$ cat src/rtl/lpenc_pkg.sv
package lpenc_pkg;

  localparam int unsigned ADDR_W = 3;

  typedef enum logic [ADDR_W-1:0] {
    A_CTRL   = 3'd0,
    A_CFG    = 3'd1,
    A_RELOAD = 3'd2,
    A_CMP    = 3'd3,
    A_COUNT  = 3'd4,
    A_STATUS = 3'd5,
    A_CLEAR  = 3'd6
  } reg_addr_e;

  typedef enum logic [1:0] {
    EDGE_RISE  = 2'b00,
    EDGE_FALL  = 2'b01,
    EDGE_BOTH  = 2'b10,
    EDGE_BOTH2 = 2'b11
  } edge_sel_e;

  typedef struct packed {
    edge_sel_e edge_sel;
    logic      ext_sel;
    logic      enc_en;
  } cfg_t;

endpackage

$ cat src/rtl/lpenc_regs.sv
module lpenc_regs
  import lpenc_pkg::*;
#(
  parameter int unsigned CNT_W = 16
) (
  input  logic                  clk,
  input  logic                  rst_ni,
  input  logic                  wr_i,
  input  logic [ADDR_W-1:0]     addr_i,
  input  logic [CNT_W-1:0]      wdata_i,
  input  logic [CNT_W-1:0]      count_i,
  output logic [CNT_W-1:0]      rdata_o,
  output logic                  enable_o,
  output logic                  running_o,
  output cfg_t                  cfg_o,
  output logic [CNT_W-1:0]      reload_o,
  output logic [1:0]            status_o
);

  localparam int unsigned CFG_W = $bits(cfg_t);

  logic             en_q, en_d;
  logic             run_q, run_d;
  cfg_t             cfg_q, cfg_d;
  logic [CNT_W-1:0] rl_q, rl_d;
  logic [CNT_W-1:0] cmp_q, cmp_d;
  logic [1:0]       st_q, st_d;

  always_comb begin
    en_d  = en_q;
    run_d = run_q;
    cfg_d = cfg_q;
    rl_d  = rl_q;
    cmp_d = cmp_q;
    st_d  = st_q;
    case (addr_i)
      A_CTRL: begin
        en_d  = wdata_i[0];
        run_d = wdata_i[0] & (run_q | (wdata_i[1] & en_q));
      end
      A_CFG: cfg_d = cfg_t'(wdata_i[CFG_W-1:0]);
      A_RELOAD: begin
        if (en_q) begin
          rl_d    = wdata_i;
          st_d[0] = 1'b1;
        end
      end
      A_CMP: begin
        if (en_q) begin
          cmp_d   = wdata_i;
          st_d[1] = 1'b1;
        end
      end
      A_CLEAR: st_d = st_q & ~wdata_i[1:0];
      default: ;
    endcase
  end

  always_ff @(posedge clk or negedge rst_ni) begin
    if (!rst_ni) begin
      en_q  <= 1'b0;
      run_q <= 1'b0;
      cfg_q <= '0;
      rl_q  <= '1;
      cmp_q <= '0;
      st_q  <= '0;
    end else if (wr_i) begin
      en_q  <= en_d;
      run_q <= run_d;
      cfg_q <= cfg_d;
      rl_q  <= rl_d;
      cmp_q <= cmp_d;
      st_q  <= st_d;
    end
  end

  always_comb begin
    rdata_o = '0;
    case (addr_i)
      A_CTRL:   rdata_o = {{(CNT_W-2){1'b0}}, run_q, en_q};
      A_CFG:    rdata_o = {{(CNT_W-CFG_W){1'b0}}, cfg_q};
      A_RELOAD: rdata_o = rl_q;
      A_CMP:    rdata_o = cmp_q;
      A_COUNT:  rdata_o = count_i;
      A_STATUS: rdata_o = {{(CNT_W-2){1'b0}}, st_q};
      default:  rdata_o = '0;
    endcase
  end

  assign enable_o  = en_q;
  assign running_o = run_q;
  assign cfg_o     = cfg_q;
  assign reload_o  = rl_q;
  assign status_o  = st_q;

endmodule

$ cat src/rtl/lpenc_edge.sv
module lpenc_edge
  import lpenc_pkg::*;
#(
  parameter int unsigned N_PH = 2
) (
  input  logic            clk,
  input  logic            rst_ni,
  input  logic [N_PH-1:0] ph_i,
  input  cfg_t            cfg_i,
  output logic            up_o,
  output logic            dn_o
);

  logic [N_PH-1:0] cur_q, prv_q, rise, fall;

  for (genvar g = 0; g < N_PH; g++) begin : g_ph
    always_ff @(posedge clk or negedge rst_ni) begin
      if (!rst_ni) begin
        cur_q[g] <= 1'b0;
        prv_q[g] <= 1'b0;
      end else begin
        cur_q[g] <= ph_i[g];
        prv_q[g] <= cur_q[g];
      end
    end
    assign rise[g] = cur_q[g] & ~prv_q[g];
    assign fall[g] = ~cur_q[g] & prv_q[g];
  end

  logic a_lv, b_lv, both_chg, use_r, use_f;
  logic enc_up, enc_dn, ext_up;

  always_comb begin
    a_lv     = cur_q[0];
    b_lv     = cur_q[1];
    both_chg = (rise[0] | fall[0]) & (rise[1] | fall[1]);
    use_r    = (cfg_i.edge_sel == EDGE_RISE) | cfg_i.edge_sel[1];
    use_f    = (cfg_i.edge_sel == EDGE_FALL) | cfg_i.edge_sel[1];
    enc_up   = (use_r & ((rise[0] & ~b_lv) | (rise[1] &  a_lv))) |
               (use_f & ((fall[0] &  b_lv) | (fall[1] & ~a_lv)));
    enc_dn   = (use_r & ((rise[0] &  b_lv) | (rise[1] & ~a_lv))) |
               (use_f & ((fall[0] & ~b_lv) | (fall[1] &  a_lv)));
    ext_up   = (use_r & rise[0]) | (use_f & fall[0]);
    if (cfg_i.enc_en) begin
      up_o = enc_up & ~both_chg;
      dn_o = enc_dn & ~both_chg;
    end else if (cfg_i.ext_sel) begin
      up_o = ext_up & ~both_chg;
      dn_o = 1'b0;
    end else begin
      up_o = 1'b1;
      dn_o = 1'b0;
    end
  end

endmodule

$ cat src/rtl/lpenc_count.sv
module lpenc_count #(
  parameter int unsigned CNT_W = 16
) (
  input  logic             clk,
  input  logic             rst_ni,
  input  logic             run_i,
  input  logic             up_i,
  input  logic             dn_i,
  input  logic [CNT_W-1:0] ceil_i,
  output logic [CNT_W-1:0] count_o
);

  localparam logic [CNT_W-1:0] ONE_V = {{(CNT_W-1){1'b0}}, 1'b1};

  logic [CNT_W-1:0] cnt_q, cnt_d;
  logic             step_en;

  always_comb begin
    step_en = run_i & (up_i | dn_i);
    if (up_i) cnt_d = (cnt_q >= ceil_i) ? '0 : cnt_q + ONE_V;
    else      cnt_d = (cnt_q == '0) ? ceil_i : cnt_q - ONE_V;
  end

  always_ff @(posedge clk or negedge rst_ni) begin
    if (!rst_ni)      cnt_q <= '0;
    else if (step_en) cnt_q <= cnt_d;
  end

  assign count_o = cnt_q;

endmodule

$ cat src/rtl/lpenc_top.sv
module lpenc_top
  import lpenc_pkg::*;
#(
  parameter int unsigned CNT_W = 16
) (
  input  logic              clk,
  input  logic              rst_n,
  input  logic              in_a,
  input  logic              in_b,
  input  logic              bus_wr,
  input  logic [ADDR_W-1:0] bus_addr,
  input  logic [CNT_W-1:0]  bus_wdata,
  output logic [CNT_W-1:0]  bus_rdata,
  output logic [CNT_W-1:0]  count_o
);

  logic       rst_meta, rst_sync;
  logic       enable, running, up, dn;
  cfg_t       cfg;
  logic [CNT_W-1:0] reload;
  logic [1:0] status;

  always_ff @(posedge clk or negedge rst_n) begin
    if (!rst_n) begin
      rst_meta <= 1'b0;
      rst_sync <= 1'b0;
    end else begin
      rst_meta <= 1'b1;
      rst_sync <= rst_meta;
    end
  end

  lpenc_regs #(.CNT_W(CNT_W)) u_regs (
    .clk       (clk),
    .rst_ni    (rst_sync),
    .wr_i      (bus_wr),
    .addr_i    (bus_addr),
    .wdata_i   (bus_wdata),
    .count_i   (count_o),
    .rdata_o   (bus_rdata),
    .enable_o  (enable),
    .running_o (running),
    .cfg_o     (cfg),
    .reload_o  (reload),
    .status_o  (status)
  );

  lpenc_edge #(.N_PH(2)) u_edge (
    .clk    (clk),
    .rst_ni (rst_sync),
    .ph_i   ({in_b, in_a}),
    .cfg_i  (cfg),
    .up_o   (up),
    .dn_o   (dn)
  );

  lpenc_count #(.CNT_W(CNT_W)) u_count (
    .clk     (clk),
    .rst_ni  (rst_sync),
    .run_i   (running),
    .up_i    (up),
    .dn_i    (dn),
    .ceil_i  (reload),
    .count_o (count_o)
  );

endmodule

$ cat config.mk
export PLATFORM = sky130hd
export DESIGN_NAME = lpenc_top
export DESIGN_NICKNAME = d
export VERILOG_FILES = /design/src/rtl/lpenc_pkg.sv /design/src/rtl/lpenc_regs.sv /design/src/rtl/lpenc_edge.sv /design/src/rtl/lpenc_count.sv /design/src/rtl/lpenc_top.sv
export SDC_FILE = /design/constraint.sdc
export NUM_CORES = 1
export LEC_CHECK = 0
export ABC_CLOCK_PERIOD_IN_PS = 2050
export BUFFER_PORTS_ARGS = -buffer_cell sky130_fd_sc_hd__buf_4
export CORE_ASPECT_RATIO = 1.4
export CORE_MARGIN = 2
export CORE_UTILIZATION = 53
export CTS_CLUSTER_DIAMETER = 120
export DETAILED_ROUTE_END_ITERATION = 10
export PLACE_DENSITY = 0.74
export SLEW_MARGIN = 40
export SYNTH_ARGS = -nofsm -noshare
export SYNTH_HDL_FRONTEND = slang
export SYNTH_SLANG_ARGS = --single-unit
$ cat constraint.sdc
create_clock -name clk -period 2.05 [get_ports clk]
set_input_delay 0.3075 -clock clk [delete_from_list [all_inputs] [get_ports clk]]
set_output_delay 0.3075 -clock clk [all_outputs]
set_load 0.005 [all_outputs]
==> metrics, run 1 <==
Buf+Inv Stages, Crit Path=2; nets=approximately 680; DR DRC count=0; CORE AREA=a little over 8000 µm²; fin crit share=120.3%; CP max stage delay=~0.53 ns; Filler Cell Count=around 600; Die ar.=~9000 µm²; Hold Fails Final Rpt=0; RSZ-0062 raised after global routing=yes; largest net degree at the start of global routing=36; Clock Tree Buf Depth=2; Post-Layout Inst Area=a little over 6000 µm²; I/O Buffers=55; final setup fails=16; non-filler cells, final=around 740; Starting Density=between 50% and 60%; Worst Path Max Fanout=6; unique cell type count in the Yosys netlist=67; Worst Skew=approximately 0.0066 ns; Die Ht=roughly 110 µm; Worst-Margin Slew=~0.59 ns; register area share after synthesis=a little over a third; share of cells above drive strength 1=41.23%; Fin Setup TNS=-5.256 ns; Crit Path Class=flop to flop; clk_lat worst skew=approximately 0.34 ns; largest cells by area after synthesis=dfrtp_1 26%, dfstp_2 9.6%, ha_1 6.6%; H-tree depth=3; Clock Tree Root=clkbuf_16; f_max=between 0.4 and 0.5 GHz; Yosys Warn Count=0; CTS tree=yes; first-pass GRT wire length=between 20000 and 25000 µm; status=finished, violations left; Iteration-0 DRC Markers=approximately 350; cell row count=39; worst min-delay path category=input port to flop; Synth top area share=a little over a quarter; worst path cell trace=inv_1 > ha_1 > nand2_1 > o21ai_0 > a22oi_2 > o211ai_4 > buf_6 > o21ai_2 > a221o_1; pwr dens=approximately 1300 nW/µm²; Max Slew Vio Count=0; slew margin rel.=59.85%; clk sinks=62; ANT nets after route=0; number of global-route vias before repair=4636; failing checks=negative setup slack; Worst VDD drop=0.0007463 V; initial antenna violation count=0; Final WS setup=-0.4156 ns; boundary pin count=56; CP startpoint kind=flop; Seq cells post-synth=62; syn_nets=between 500 and 600; crit path max-delay cell type=dfstp_2; die width=80.74 µm; vias after detailed routing=between 4000 and 5000; Tmin final=2.466 ns; Vias per Instance=6.095; gpl congestion=around 1.0; delay-heaviest family, CP=compound AO/OA/AOI/OAI gates; grt total ovfl=0; required time of the worst setup path=2.28 ns; CP Capture Type=flop; Tot GR Track Use=about a third; clock slew at reported path FFs=0.05 ns; Placement Cell Area=roughly 5600 µm²; Max Cap Viol=0; Post-synth EDFFs=0; Leak=around 2.8 nW; commonest non-fill, non-tap cell in the layout=buf_4; HPWL Detailed=between 10000 and 15000 µm; most frequent cells in the layout=152 x buf_4, 59 x nand2_1, 43 x dfrtp_1, 42 x o21ai_0, 31 x nor2_1; Cell Area, Synth=between 4000 and 5000 µm²; Avg Inst Size Synth=between 9 and 10 µm²; area grow syn2layout=40.03%; Inst Count DP=slightly above 700; share of flip-flops with an asynchronous set or reset=100.0%; WP data arrival=2.70 ns; ANT cells=0; Synth Instances=485; cell taking the most area after synthesis=dfrtp_1; Top FF cell, synth=dfrtp_1; Num CTS Buffers=9; Routed WL=roughly 14000 µm; Pre-Repair DR Iteration Count=8; drt wl/cell=roughly 20 µm
-- path summary, 6_finish.rpt --
kind,start,end,slack (ns),cells past startpoint
max,u_regs.reload_o[7]$_DFFE_PN1P_,u_count.count_o[9]$_DFFE_PN0P_,-0.42,9
min,in_b,u_edge.b_lv$_DFF_PN0_,0.07,1
max reg2reg,u_regs.reload_o[7]$_DFFE_PN1P_,u_count.count_o[9]$_DFFE_PN0P_,-0.42,9
min reg2reg,rst_sync$_DFF_PN0_,u_regs.cmp_q[0]$_DFFE_PN0P_,0.26,1
max in group asynchronous,rst_sync$_DFF_PN0_,u_regs.reload_o[14]$_DFFE_PN1P_,1.35,1
min in group asynchronous,rst_sync$_DFF_PN0_,u_regs.cmp_q[0]$_DFFE_PN0P_,0.26,1
-- cell usage after synthesis (9+ instances only) --
cell	count
a21oi_1	16
mux2i_1	17
o21ai_0	45
nor3_1	9
clkbuf_1	13
nor2_1	31
nand4_1	9
ha_1	23
nand2_1	61
dfstp_2	16
buf_2	10
dfrtp_1	46
inv_1	34
mux2_2	21
-- layer usage --
layer  wire length [µm]  track usage [%]  up-vias  share of wire [%]
met3                747            4.700       65                5.2
met1               5273            37.62     2164                 37
met2               7496            56.61      193                 52
met4                841            25.20        0                5.9
li1                   -                -     2058                  -
met5                  0                0        -                  0
-- stage by stage --
step	utilization [%]	worst slack [ns]	total power, mW	hold WS, ns
2_1_floorplan	-	-0.2772	4.005	0.01191
3_3_place_gp	69.08	-0.4223	5.631	0.09222
3_5_place_dp	69.08	-0.3872	5.741	0.09341
4_1_cts	74.99	-0.3419	7.615	0.07044
5_1_grt	75.53	-0.4775	8.207	0.07572
6_report	75.53	-0.4156	7.770	0.07106
-- power breakdown --
part	total, mW	leakage (nW)	internal, mW	switching, mW
registers	2.03	0.730	1.71	0.318
logic	4.18	1.87	2.01	2.17
clock network	1.56	0.152	1.00	0.563
total	7.77	2.75	4.72	3.05
-- logic make-up after synthesis --
group | after synthesis | synth area share, %
and+or+nand+nor | 159 | 18.59
AOI/OAI and AO/OA | 131 | 20.73
DFF | 62 | 35.97
buffers and inverters | 62 | 6.300
muxes | 40 | 10.34
adders and majority gates | 23 | 6.587
xor gates and xnor gates | 7 | 1.403
other | 1 | 0.08583
-- layout make-up --
type | instances | area [µm²] | share of cell area, %
flip-flops and latches | 62 | 1575 | 25.75
repair buffers | 160 | 1265 | 20.67
inverters | 34 | 127.6 | 2.086
multi-input cells | 361 | 2721 | 44.48
well taps | 102 | 127.6 | 2.086
clock buffers | 12 | 256.5 | 4.192
clock inverters | 4 | 45.04 | 0.7362
-- sequential cells by signal, indices dropped and copies added, names as in the netlist --
register	cells
u_edge.prv_q	2
u_count.count_o	16
u_edge.a_lv	1
u_regs.cfg_o	4
u_regs.cmp_q	16
u_regs.status_o	2
u_regs.reload_o	16
rst_meta	1
u_regs.enable_o	1
u_regs.running_o	1
u_edge.b_lv	1
rst_sync	1
-- repair_timing --
action | CTS | global route
gates resized for setup | 27 | 9
setup buffers | 3 | 0
hold buffers | 1 | 0
pin swaps | 12 | 6
endpoints found under the setup margin | 16 | 17
hold endpoints to repair | 2 | 0
Note: power is estimated with default switching activity, not from simulation.
==> inputs of run 2 (changes only) <==
--- a/config.mk
+++ b/config.mk
@@ -6,13 +6,13 @@
 export NUM_CORES = 1
 export LEC_CHECK = 0
 export ABC_CLOCK_PERIOD_IN_PS = 2050
-export BUFFER_PORTS_ARGS = -buffer_cell sky130_fd_sc_hd__buf_4
 export CORE_ASPECT_RATIO = 1.4
 export CORE_MARGIN = 2
 export CORE_UTILIZATION = 53
 export CTS_CLUSTER_DIAMETER = 120
 export DETAILED_ROUTE_END_ITERATION = 10
-export PLACE_DENSITY = 0.74
+export DONT_BUFFER_PORTS = 1
+export PLACE_DENSITY = 0.68
 export SLEW_MARGIN = 40
 export SYNTH_ARGS = -nofsm -noshare
 export SYNTH_HDL_FRONTEND = slang
==> metrics, run 2 (synthesis gave the netlist of run 1 again) <==
status=finished, violations left; failing checks=negative setup slack; required time of the worst setup path=roughly 2.3 ns; nets=626; Hold Crit Start=bus_wdata[6]; WHS Endpoint=u_regs.reload_o[6]$_DFFE_PN1P_; r2r startpoint=u_regs.reload_o[0]$_DFFE_PN1P_; WP data arrival=roughly 2.7 ns; number of global-route vias before repair=roughly 4400; CORE AREA=~8000 µm²; boundary pin count=56; Worst-Margin Slew=around 0.57 ns; most frequent cells in the layout=101 x buf_4, 59 x nand2_1, 44 x o21ai_0, 44 x dfrtp_1, 31 x nor2_1; CTS tree=yes; slew margin rel.=around three fifths; I/O Buffers=0; largest net degree at the start of global routing=61; Fin Setup TNS=-5.232 ns; grt met1 use=~36%; vias after detailed routing=about 4200; Tmin final=~2.5 ns; Max Cap Viol=0; worst reg2reg path endpoint=u_count.count_o[6]$_DFFE_PN0P_; H-tree depth=3; CP startpoint kind=flop; share of cells above drive strength 1=roughly 37%; clock slew at reported path FFs=roughly 0.060 ns; gpl congestion=around 1.0; final setup fails=16; initial antenna violation count=0; clk_lat worst skew=between 0.3 and 0.4 ns; r2r worst-path depth=8; met3 usage=5.429%; ANT nets after route=0; Filler Cell Count=between 600 and 700; commonest non-fill, non-tap cell in the layout=buf_4; Min Hold Slack=approximately 0.074 ns; Clock Tree Root=clkbuf_16; Iteration-0 DRC Markers=roughly 330; Hold Fails Final Rpt=0; Vias per Instance=a little over 6; worst min-delay path category=input port to flop; fin crit share=120.2%; f_max=about 0.41 GHz; Max Slew Vio Count=0; first-pass GRT wire length=22440 µm; r2r setup slk=-0.41 ns; Die ar.=around 9000 µm²; hold depth=2; Worst Path Max Fanout=5; met2 GRT Util=roughly 58%; Pre-Repair DR Iteration Count=4; Worst Skew=approximately 0.0056 ns; pwr dens=between 1000 and 1500 nW/µm²; Starting Density=a little over half; Die Ht=about 110 µm; Crit Path Class=flop to flop; drt wl/cell=about 20 µm; cell row count=39; Leak=~2.5 nW; Worst VDD drop=just under 0.0007 V; Clock Tree Buf Depth=2; GRT busiest layer=met2; Util after Layout=a little under three quarters; clk sinks=62; HPWL Detailed=roughly 10000 µm; die width=a little over 80 µm; RSZ-0062 raised after global routing=yes; grt total ovfl=0; ANT cells=0; Num CTS Buffers=9; CP Capture Type=flop; Final WS setup=-0.4149 ns; Tot GR Track Use=between 30% and 40%; setup slack after placement=-0.3948 ns; area grow syn2layout=33.08%; Routed WL=14010 µm; DR DRC count=0
run 2: how the worst max path moves through the flow:
stage	from	end	slack [ns]	cells past startpoint
finish	u_regs.reload_o[0]$_DFFE_PN1P_	u_count.count_o[6]$_DFFE_PN0P_	-0.41	8
global route	u_regs.reload_o[0]$_DFFE_PN1P_	u_count.count_o[6]$_DFFE_PN0P_	-0.49	8
CTS	u_regs.reload_o[0]$_DFFE_PN1P_	u_count.count_o[6]$_DFFE_PN0P_	-0.40	8
detailed placement	u_regs.reload_o[1]$_DFFE_PN1P_	u_count.count_o[15]$_DFFE_PN0P_	-0.39	7
global placement	u_regs.reload_o[0]$_DFFE_PN1P_	u_count.count_o[15]$_DFFE_PN0P_	-0.38	7
floorplan	u_count.count_o[0]$_DFFE_PN0P_	u_count.count_o[15]$_DFFE_PN0P_	-0.28	8
run 2: critical path, cell delays in order, from the launching register on:
cell and delay (ns):
dfstp_2 0.55, ha_4 0.20, nand2b_4 0.13, a2111o_1 0.40, a311oi_2 0.28, o211ai_2 0.20
buf_6 0.17, o21ai_0 0.24, a221o_1 0.21
run 2: cell type report:
cell class	count	area, µm²	share of cell area [%]
multi-input cells	361	2773	47.69
flip-flops and latches	62	1574	27.07
repair buffers	111	902.1	15.52
clock buffers	12	256.5	4.411
inverters	34	127.6	2.195
well taps	102	127.6	2.195
clock inverters	4	53.80	0.9253
run 2: per-stage QoR:
step,power [mW],instance area [µm²],std cells
floorplan,4.005,4394,485
global placement,5.358,5160,657
detailed placement,5.461,5160,657
CTS,7.391,5722,685
global route,8.036,5814,686
finish,7.571,5814,686
run 2: what timing repair did:
item                                    4_1_cts  5_1_grt
hold buffers                                  3        0
pin swaps                                    10       11
endpoints found under the hold margin         4        0
gates resized for setup                      28       14
endpoints found under the setup margin       16       16
setup buffers                                10        1
run 2: metal layers:
layer	routed length (µm)	vias up
met5	0	-
met4	726	0
met3	751	49
met2	7352	136
met1	5183	2037
li1	-	1954
run 2: where the power goes:
group | internal [mW] | total, mW | switching, mW
Clock | 1.01 | 1.57 | 0.563
Sequential | 1.71 | 2.04 | 0.336
Combinational | 1.87 | 3.95 | 2.08
Total | 4.59 | 7.57 | 2.98
